--- config.mk ---
export PLATFORM = sky130hd
export DESIGN_NAME = cec_rx_policy
export DESIGN_NICKNAME = d
export VERILOG_FILES = /design/src/rtl/cec_rx_pkg.sv /design/src/rtl/cec_hdr_match.sv /design/src/rtl/cec_err_policy.sv /design/src/rtl/cec_flag_bank.sv /design/src/rtl/cec_rx_policy.sv
export SDC_FILE = /design/constraint.sdc
export NUM_CORES = 1
export LEC_CHECK = 0
export BUFFER_PORTS_ARGS = -buffer_cell sky130_fd_sc_hd__buf_2
export CAP_MARGIN = 10
export CELL_PAD_IN_SITES_DETAIL_PLACEMENT = 1
export CELL_PAD_IN_SITES_GLOBAL_PLACEMENT = 2
export CORE_AREA = 2 2 64 66
export DETAILED_ROUTE_END_ITERATION = 8
export DIE_AREA = 0 0 66 68
export PLACE_DENSITY_LB_ADDON = 0.12
export SLEW_MARGIN = 10
export SYNTH_ARGS = -nofsm -noshare
export SYNTH_HDL_FRONTEND = slang
export SYNTH_HIERARCHICAL = 1
export SYNTH_SLANG_ARGS = --single-unit
--- constraint.sdc ---
create_clock -name clk -period 2.82 [get_ports clk]
set_clock_uncertainty 0.05 [all_clocks]
set_input_delay 0.564 -clock clk [delete_from_list [all_inputs] [get_ports clk]]
set_output_delay 0.564 -clock clk [all_outputs]
set_load 0.02 [all_outputs]
--- src/rtl/cec_rx_pkg.sv ---
package cec_rx_pkg;
   localparam int FLAG_N  = 6;
   localparam int FL_END  = 0;
   localparam int FL_BYTE = 1;
   localparam int FL_OVR  = 2;
   localparam int FL_RISE = 3;
   localparam int FL_SHRT = 4;
   localparam int FL_LONG = 5;

   typedef struct packed {
      logic full_listen;
      logic stop_on_rise;
      logic rise_gen;
      logic long_gen;
      logic bcast_quiet;
   } rx_cfg_t;
endpackage

--- src/rtl/cec_hdr_match.sv ---
module cec_hdr_match #(
   parameter int ADDR_W     = 4,
   parameter int BCAST_ADDR = 15
) (
   input  logic [(1<<ADDR_W)-2:0] own_map,
   input  logic [ADDR_W-1:0]      dst,
   input  logic                   full_listen,
   output logic                   bcast,
   output logic                   own,
   output logic                   accept
);
   localparam int OWN_W = (1 << ADDR_W) - 1;

   logic [OWN_W-1:0] hit;

   // one comparator per owned-address slot
   for (genvar g = 0; g < OWN_W; g++) begin : g_slot
      if (g == BCAST_ADDR) begin : g_skip
         assign hit[g] = 1'b0;
      end else begin : g_cmp
         assign hit[g] = own_map[g] && (dst == ADDR_W'(g));
      end
   end

   assign bcast  = (dst == ADDR_W'(BCAST_ADDR));
   assign own    = |hit;
   assign accept = bcast | own | full_listen;
endmodule

--- src/rtl/cec_err_policy.sv ---
module cec_err_policy
   import cec_rx_pkg::*;
(
   input  rx_cfg_t cfg,
   input  logic    frm_bcast,
   input  logic    frm_own,
   input  logic    e_rise,
   input  logic    e_short,
   input  logic    e_long,
   output logic    stop,
   output logic    errbit
);
   logic own_req, bc_req;

   // own-addressed frame: per-error enables
   assign own_req = (e_rise & cfg.stop_on_rise & cfg.rise_gen)
                  | (e_long & cfg.long_gen)
                  | e_short;

   // broadcast: overrides per-error enables
   assign bc_req  = ~cfg.bcast_quiet &
                    ((e_rise & cfg.stop_on_rise)
                   | e_long
                   | (e_short & ~cfg.full_listen));

   assign stop   = e_rise & cfg.stop_on_rise;
   assign errbit = frm_bcast ? bc_req : (frm_own ? own_req : 1'b0);
endmodule

--- src/rtl/cec_flag_bank.sv ---
module cec_flag_bank #(
   parameter int N = 6
) (
   input  logic         clk,
   input  logic         rst_n,
   input  logic [N-1:0] set_i,
   input  logic [N-1:0] clr_i,
   output logic [N-1:0] flags_o
);
   for (genvar g = 0; g < N; g++) begin : g_flag
      always_ff @(posedge clk or negedge rst_n) begin
         if (!rst_n) flags_o[g] <= 1'b0;
         else        flags_o[g] <= set_i[g] | (flags_o[g] & ~clr_i[g]);
      end

      a_r11_sticky: assert property (@(posedge clk) disable iff (!rst_n)
         flags_o[g] && !clr_i[g] |=> flags_o[g]);
      a_r11_set_wins: assert property (@(posedge clk) disable iff (!rst_n)
         set_i[g] |=> flags_o[g]);
      a_r11_clear: assert property (@(posedge clk) disable iff (!rst_n)
         clr_i[g] && !set_i[g] |=> !flags_o[g]);
   end
endmodule

--- src/rtl/cec_rx_policy.sv ---
module cec_rx_policy
   import cec_rx_pkg::*;
#(
   parameter int ADDR_W      = 4,
   parameter int BCAST_ADDR  = 15,
   parameter int MAX_PAYLOAD = 15
) (
   input  logic                   clk,
   input  logic                   rst_n,
   input  logic [(1<<ADDR_W)-2:0] own_map,
   input  logic                   cfg_full_listen,
   input  logic                   cfg_stop_on_rise,
   input  logic                   cfg_rise_errbit_en,
   input  logic                   cfg_long_errbit_en,
   input  logic                   cfg_bcast_no_errbit,
   input  logic                   hdr_valid,
   input  logic [2*ADDR_W-1:0]    hdr_byte,
   input  logic                   byte_valid,
   input  logic                   frame_end,
   input  logic                   err_rise,
   input  logic                   err_short,
   input  logic                   err_long,
   input  logic [FLAG_N-1:0]      flag_clr,
   output logic                   accept_o,
   output logic                   ack_drive_o,
   output logic                   rx_stop_o,
   output logic                   errbit_req_o,
   output logic [FLAG_N-1:0]      flags_o
);
   localparam int CNT_W = $clog2(MAX_PAYLOAD + 1);
   localparam int MAP_W = 1 << ADDR_W;

   initial begin
      assert (BCAST_ADDR >= 0 && BCAST_ADDR < MAP_W) else $error("broadcast address out of range");
      assert (MAX_PAYLOAD > 0) else $error("payload limit must be positive");
   end

   rx_cfg_t cfg;
   assign cfg = '{full_listen: cfg_full_listen, stop_on_rise: cfg_stop_on_rise,
                  rise_gen: cfg_rise_errbit_en, long_gen: cfg_long_errbit_en,
                  bcast_quiet: cfg_bcast_no_errbit};

   logic [ADDR_W-1:0] dst;
   logic [ADDR_W-1:0] unused_initiator;
   assign dst              = hdr_byte[ADDR_W-1:0];
   assign unused_initiator = hdr_byte[2*ADDR_W-1:ADDR_W];

   logic hm_bcast, hm_own, hm_accept;
   cec_hdr_match #(.ADDR_W(ADDR_W), .BCAST_ADDR(BCAST_ADDR)) u_match (
      .own_map(own_map), .dst(dst), .full_listen(cfg_full_listen),
      .bcast(hm_bcast), .own(hm_own), .accept(hm_accept));

   // frame context
   logic             active_q, bcast_q, own_q;
   logic [CNT_W-1:0] cnt_q;
   logic             evt_ok, room, pol_stop, pol_errbit;

   assign evt_ok = active_q & ~hdr_valid;
   assign room   = cnt_q < CNT_W'(MAX_PAYLOAD);

   cec_err_policy u_pol (
      .cfg(cfg), .frm_bcast(bcast_q), .frm_own(own_q),
      .e_rise(err_rise), .e_short(err_short), .e_long(err_long),
      .stop(pol_stop), .errbit(pol_errbit));

   always_ff @(posedge clk or negedge rst_n) begin
      if (!rst_n) begin
         active_q     <= 1'b0;
         bcast_q      <= 1'b0;
         own_q        <= 1'b0;
         cnt_q        <= '0;
         accept_o     <= 1'b0;
         ack_drive_o  <= 1'b0;
         rx_stop_o    <= 1'b0;
         errbit_req_o <= 1'b0;
      end else begin
         accept_o     <= hdr_valid & hm_accept;
         ack_drive_o  <= hdr_valid & hm_own;
         rx_stop_o    <= evt_ok & pol_stop;
         errbit_req_o <= evt_ok & pol_errbit;
         if (hdr_valid) begin
            active_q <= hm_accept;
            bcast_q  <= hm_bcast;
            own_q    <= hm_own;
            cnt_q    <= '0;
         end else if (active_q) begin
            if (pol_stop || frame_end) active_q <= 1'b0;
            if (byte_valid && room)    cnt_q    <= cnt_q + 1'b1;
         end
      end
   end

   logic [FLAG_N-1:0] fset;
   always_comb begin
      fset          = '0;
      fset[FL_END]  = evt_ok & frame_end;
      fset[FL_BYTE] = (hdr_valid & hm_accept) | (evt_ok & byte_valid & room);
      fset[FL_OVR]  = evt_ok & byte_valid & ~room;
      fset[FL_RISE] = evt_ok & err_rise;
      fset[FL_SHRT] = evt_ok & err_short;
      fset[FL_LONG] = evt_ok & err_long;
   end

   cec_flag_bank #(.N(FLAG_N)) u_flags (
      .clk(clk), .rst_n(rst_n), .set_i(fset), .clr_i(flag_clr), .flags_o(flags_o));

   // assertions
   logic [MAP_W-1:0] map_pad;
   assign map_pad = {1'b0, own_map};

   a_r4_bcast_never_acked: assert property (@(posedge clk) disable iff (!rst_n)
      hdr_valid && dst == ADDR_W'(BCAST_ADDR) |=> !ack_drive_o);
   a_r3_ack_implies_accept: assert property (@(posedge clk) disable iff (!rst_n)
      ack_drive_o |-> accept_o);
   a_r2_foreign_rejected: assert property (@(posedge clk) disable iff (!rst_n)
      hdr_valid && !cfg_full_listen && dst != ADDR_W'(BCAST_ADDR) && !map_pad[dst] |=> !accept_o);
   a_r8_quiet_bcast: assert property (@(posedge clk) disable iff (!rst_n)
      bcast_q && cfg_bcast_no_errbit |=> !errbit_req_o);
   a_r5_stop_needs_enable: assert property (@(posedge clk) disable iff (!rst_n)
      !(cfg_stop_on_rise && err_rise) |=> !rx_stop_o);
   a_r12_idle_silent: assert property (@(posedge clk) disable iff (!rst_n)
      !active_q && !hdr_valid |=> !rx_stop_o && !errbit_req_o);
   a_r9_foreign_no_errbit: assert property (@(posedge clk) disable iff (!rst_n)
      !bcast_q && !own_q |=> !errbit_req_o);
endmodule

==> flow_metrics.env <==
export IMPL_synth_seq_cells=17
export IMPL_wl_mm=2.20
export IMPL_synth_top_family_by_area="compound AO/OA/AOI/OAI gates"
export IMPL_cts_resized_gates=0
export IMPL_fin_util_pct=32.6
export IMPL_grt_busiest_layer="met2"
export IMPL_root_buffer="clkbuf_8"
export IMPL_pwr_share_clk_pct=32.3
export IMPL_hpwl_mm=1.84
export IMPL_nets=179
export IMPL_yosysWarnings=6
export IMPL_critical_path_class="input port to flip-flop"
export IMPL_num_vias=823
export IMPL_p_sw_share_pct=26.7
export IMPL_maxCapViolations=0
export IMPL_p_per_area_nw_per_um2=451
export IMPL_yosys_top_cells_count="dfrtp_1, inv_1, a21o_1, and2_1, nand2_1"
export IMPL_holdBufCountCts=0
export IMPL_cts_num_sinks=17
export IMPL_period_share_pct=66.6
export IMPL_cts_max_level=1
export IMPL_coreArea_um2=3860
export IMPL_use_met2_pct=16.0
export IMPL_fmax_ghz=0.532
export IMPL_finalMaxSlewViolations=0
export IMPL_worst_hold_path_type="input port to async pin"
export IMPL_netlist_area_leader_share_pct=45.2
export IMPL_drt_pass1_iterations=2
export IMPL_clkLatencyLatePin_ns=0.24
export IMPL_rsz0062_at_grt="false"
export IMPL_yosys_cell_types_count=33
export IMPL_drc=0
export IMPL_grt_met3_usage_pct=1.15
export IMPL_critPathArrivalTime_ns=1.97
export IMPL_portBuffers=47
export IMPL_syn_area_per_cell_um2=10.8
export IMPL_die_area_um2=4490
export IMPL_synth_edf_count=0
export IMPL_vdd_ir_drop_max_mv=0.140
export IMPL_grt_max_degree=18
export IMPL_hold_viol=0
export IMPL_switching_power_mw=0.152
export IMPL_io_pins=52
export IMPL_area_growth_pct=33.6
export IMPL_ant_nets=0
export IMPL_grt_pass1_vias=798
export IMPL_grt_met1_usage_pct=13.2
export IMPL_seq_power_share_pct=47.1
export IMPL_grt_use_total_pct=9.89
export IMPL_cts_tree="built"
export IMPL_drtIter0Drc=18
export IMPL_fin_area_um2=1260
export IMPL_layout_min_cycle_time_ns=1.88
export IMPL_postSynthCellCount=87
export IMPL_synthesis_nets=130
export IMPL_nFillCells=488
export IMPL_synth_xor_area_share_pct=0
export IMPL_gp_congestion=0.687
export IMPL_pwr_share_comb_pct=20.5
export IMPL_clockBufferDepth=2
export IMPL_start_util_pct=24.4
export IMPL_muxShareOfSynthArea_pct=11.6
export IMPL_synth_async_reset_ratio_pct=100
export IMPL_setup_tns_ns=0
export IMPL_endpoint_kind="flip-flop"
export IMPL_n_antenna_cell=0
export IMPL_yosysSeqAreaShare_pct=45.2
export IMPL_drive_gt1_share_pct=45.2
export IMPL_grt_ovfl_total=0
export IMPL_vias_per_cell=4.45
export IMPL_antenna_found_initial=0
export IMPL_critPathLaunchType="input port"
export IMPL_critPathMaxFanout=7
export IMPL_internal_power_mw=0.416
export IMPL_syn_area_um2=942
export IMPL_die_h_um=68
export IMPL_required_ns=2.91
export IMPL_leakagePower_nw=0.707
export IMPL_max_slew_margin_rel_pct=71.1
export IMPL_synth_area_leaders="dfrtp_1, mux4_2, a21o_1"
export IMPL_postCtsSetupRepairBufs=0
export IMPL_setup_ws_ns=0.941
export IMPL_synth_most_common_cell="dfrtp_1"
export IMPL_synthAdderAreaFrac_pct=1.33
export IMPL_wl_per_cell_um=11.9
export IMPL_clk_pin_slew_ns=0.07
export IMPL_place_area_um2=1210
export IMPL_synth_area_leader_cell="dfrtp_1"
export IMPL_tightest_slew_ns=0.433
export IMPL_grt_pass1_wl_mm=3.46
export IMPL_yosys_area_share_simple_pct=16.9
export IMPL_place_ws_ns=0.651
export IMPL_cts_buffers=3
export IMPL_row_count=23
export IMPL_setup_viol=0
export IMPL_synth_flop_cell="dfrtp_1"
export IMPL_status="completed"
export IMPL_synth_compound_area_share_pct=17.9
export IMPL_die_w_um=66
-- flip-flops by register name, indices dropped and copies added, names as in the netlist --
name	cells
u_flags/flags_o	6
accept_o	1
ack_drive_o	1
active_q	1
cnt_q	4
own_q	1
rx_stop_o	1
bcast_q	1
errbit_req_o	1
-- critical path, cell delays in order --
cell and delay, ns:
buf_2 0.18, mux4_2 0.53, a22oi_2 0.21, o211ai_2 0.12, nand2_1 0.12, o31ai_1 0.09
a21o_1 0.16
-- placed cells by master, fill, tap and decap left out, drive strengths merged --
cell    Yosys  layout
nor3        1       1
nor2b       2       2
a21o        7       7
nand2b      1       1
a221oi      1       1
mux2i       3       3
inv        11      11
o311ai      2       2
and2b       1       1
o32ai       1       1
o21ai       3       3
mux2        1       1
or3b        1       1
a22oi       1       1
o31ai       1       1
or3         1       1
nand3       1       1
and3        2       2
a21oi       2       2
o41ai       2       2
nand2       5       5
clkbuf      1       4
o211ai      1       1
dfrtp      17      17
ha          1       1
and4        1       1
buf         2      47
and2        8       8
mux4        3       3
nor2        3       3
-- logic make-up after synthesis --
| logic type | count (synthesis) |
|---|---|
| AND/OR/NAND/NOR | 27 |
| flip-flops | 17 |
| adder cells (fa/ha/maj) | 1 |
| buffers and inverters | 14 |
| AO/OA/AOI/OAI | 21 |
| multiplexers | 7 |
-- power by group through the flow --
stage	clock, mW	sequential, mW	combinational [mW]
CTS	0.192	0.268	0.120
global placement	0	0.272	0.117
detailed placement	0	0.273	0.120
finish	0.184	0.268	0.117
global route	0.199	0.270	0.130
floorplan	0	0.285	0.0526
-- per-layer routing --
metal | up-vias | wire length, µm
met1 | 378 | 971
met3 | 2 | 158
met2 | 35 | 1040
met4 | 0 | 27
li1 | 408 | -
met5 | - | 0
-- path summary, 6_finish.rpt --
kind | cells past startpoint | endpoint | start | slack, ns
worst max-delay path | 7 | u_flags/flags_o[1] | hdr_byte[0] | 0.94
worst min-delay path | 1 | bcast_q | rst_n | 0.19
worst max register to register | 4 | cnt_q[1] | cnt_q[0] | 1.29
worst min register to register | 1 | u_flags/flags_o[4] | u_flags/flags_o[4] | 0.42
max in group asynchronous | 1 | u_flags/flags_o[2] | rst_n | 2.25
min in group clk | 1 | u_flags/flags_o[4] | u_flags/flags_o[4] | 0.42
-- area by class of cell --
type / instances / area, µm² / area share (%)
multi-input cells: 56 / 449 / 35.7
clock buffers: 4 / 45.0 / 3.58
well taps: 50 / 62.6 / 4.97
inverters: 11 / 41.3 / 3.28
flip-flops and latches: 17 / 425 / 33.8
repair buffers: 47 / 235 / 18.7
-- through the flow --
step           instances  total power [mW]  hold WS, ns
6_report             185             0.568        0.185
3_5_place_dp         181             0.392        0.410
5_1_grt              185             0.600        0.210
3_3_place_gp         181             0.389        0.404
2_1_floorplan         87             0.338        0.218
4_1_cts              185             0.580        0.194
No activity file was read; power rests on OpenSTA's default activity.
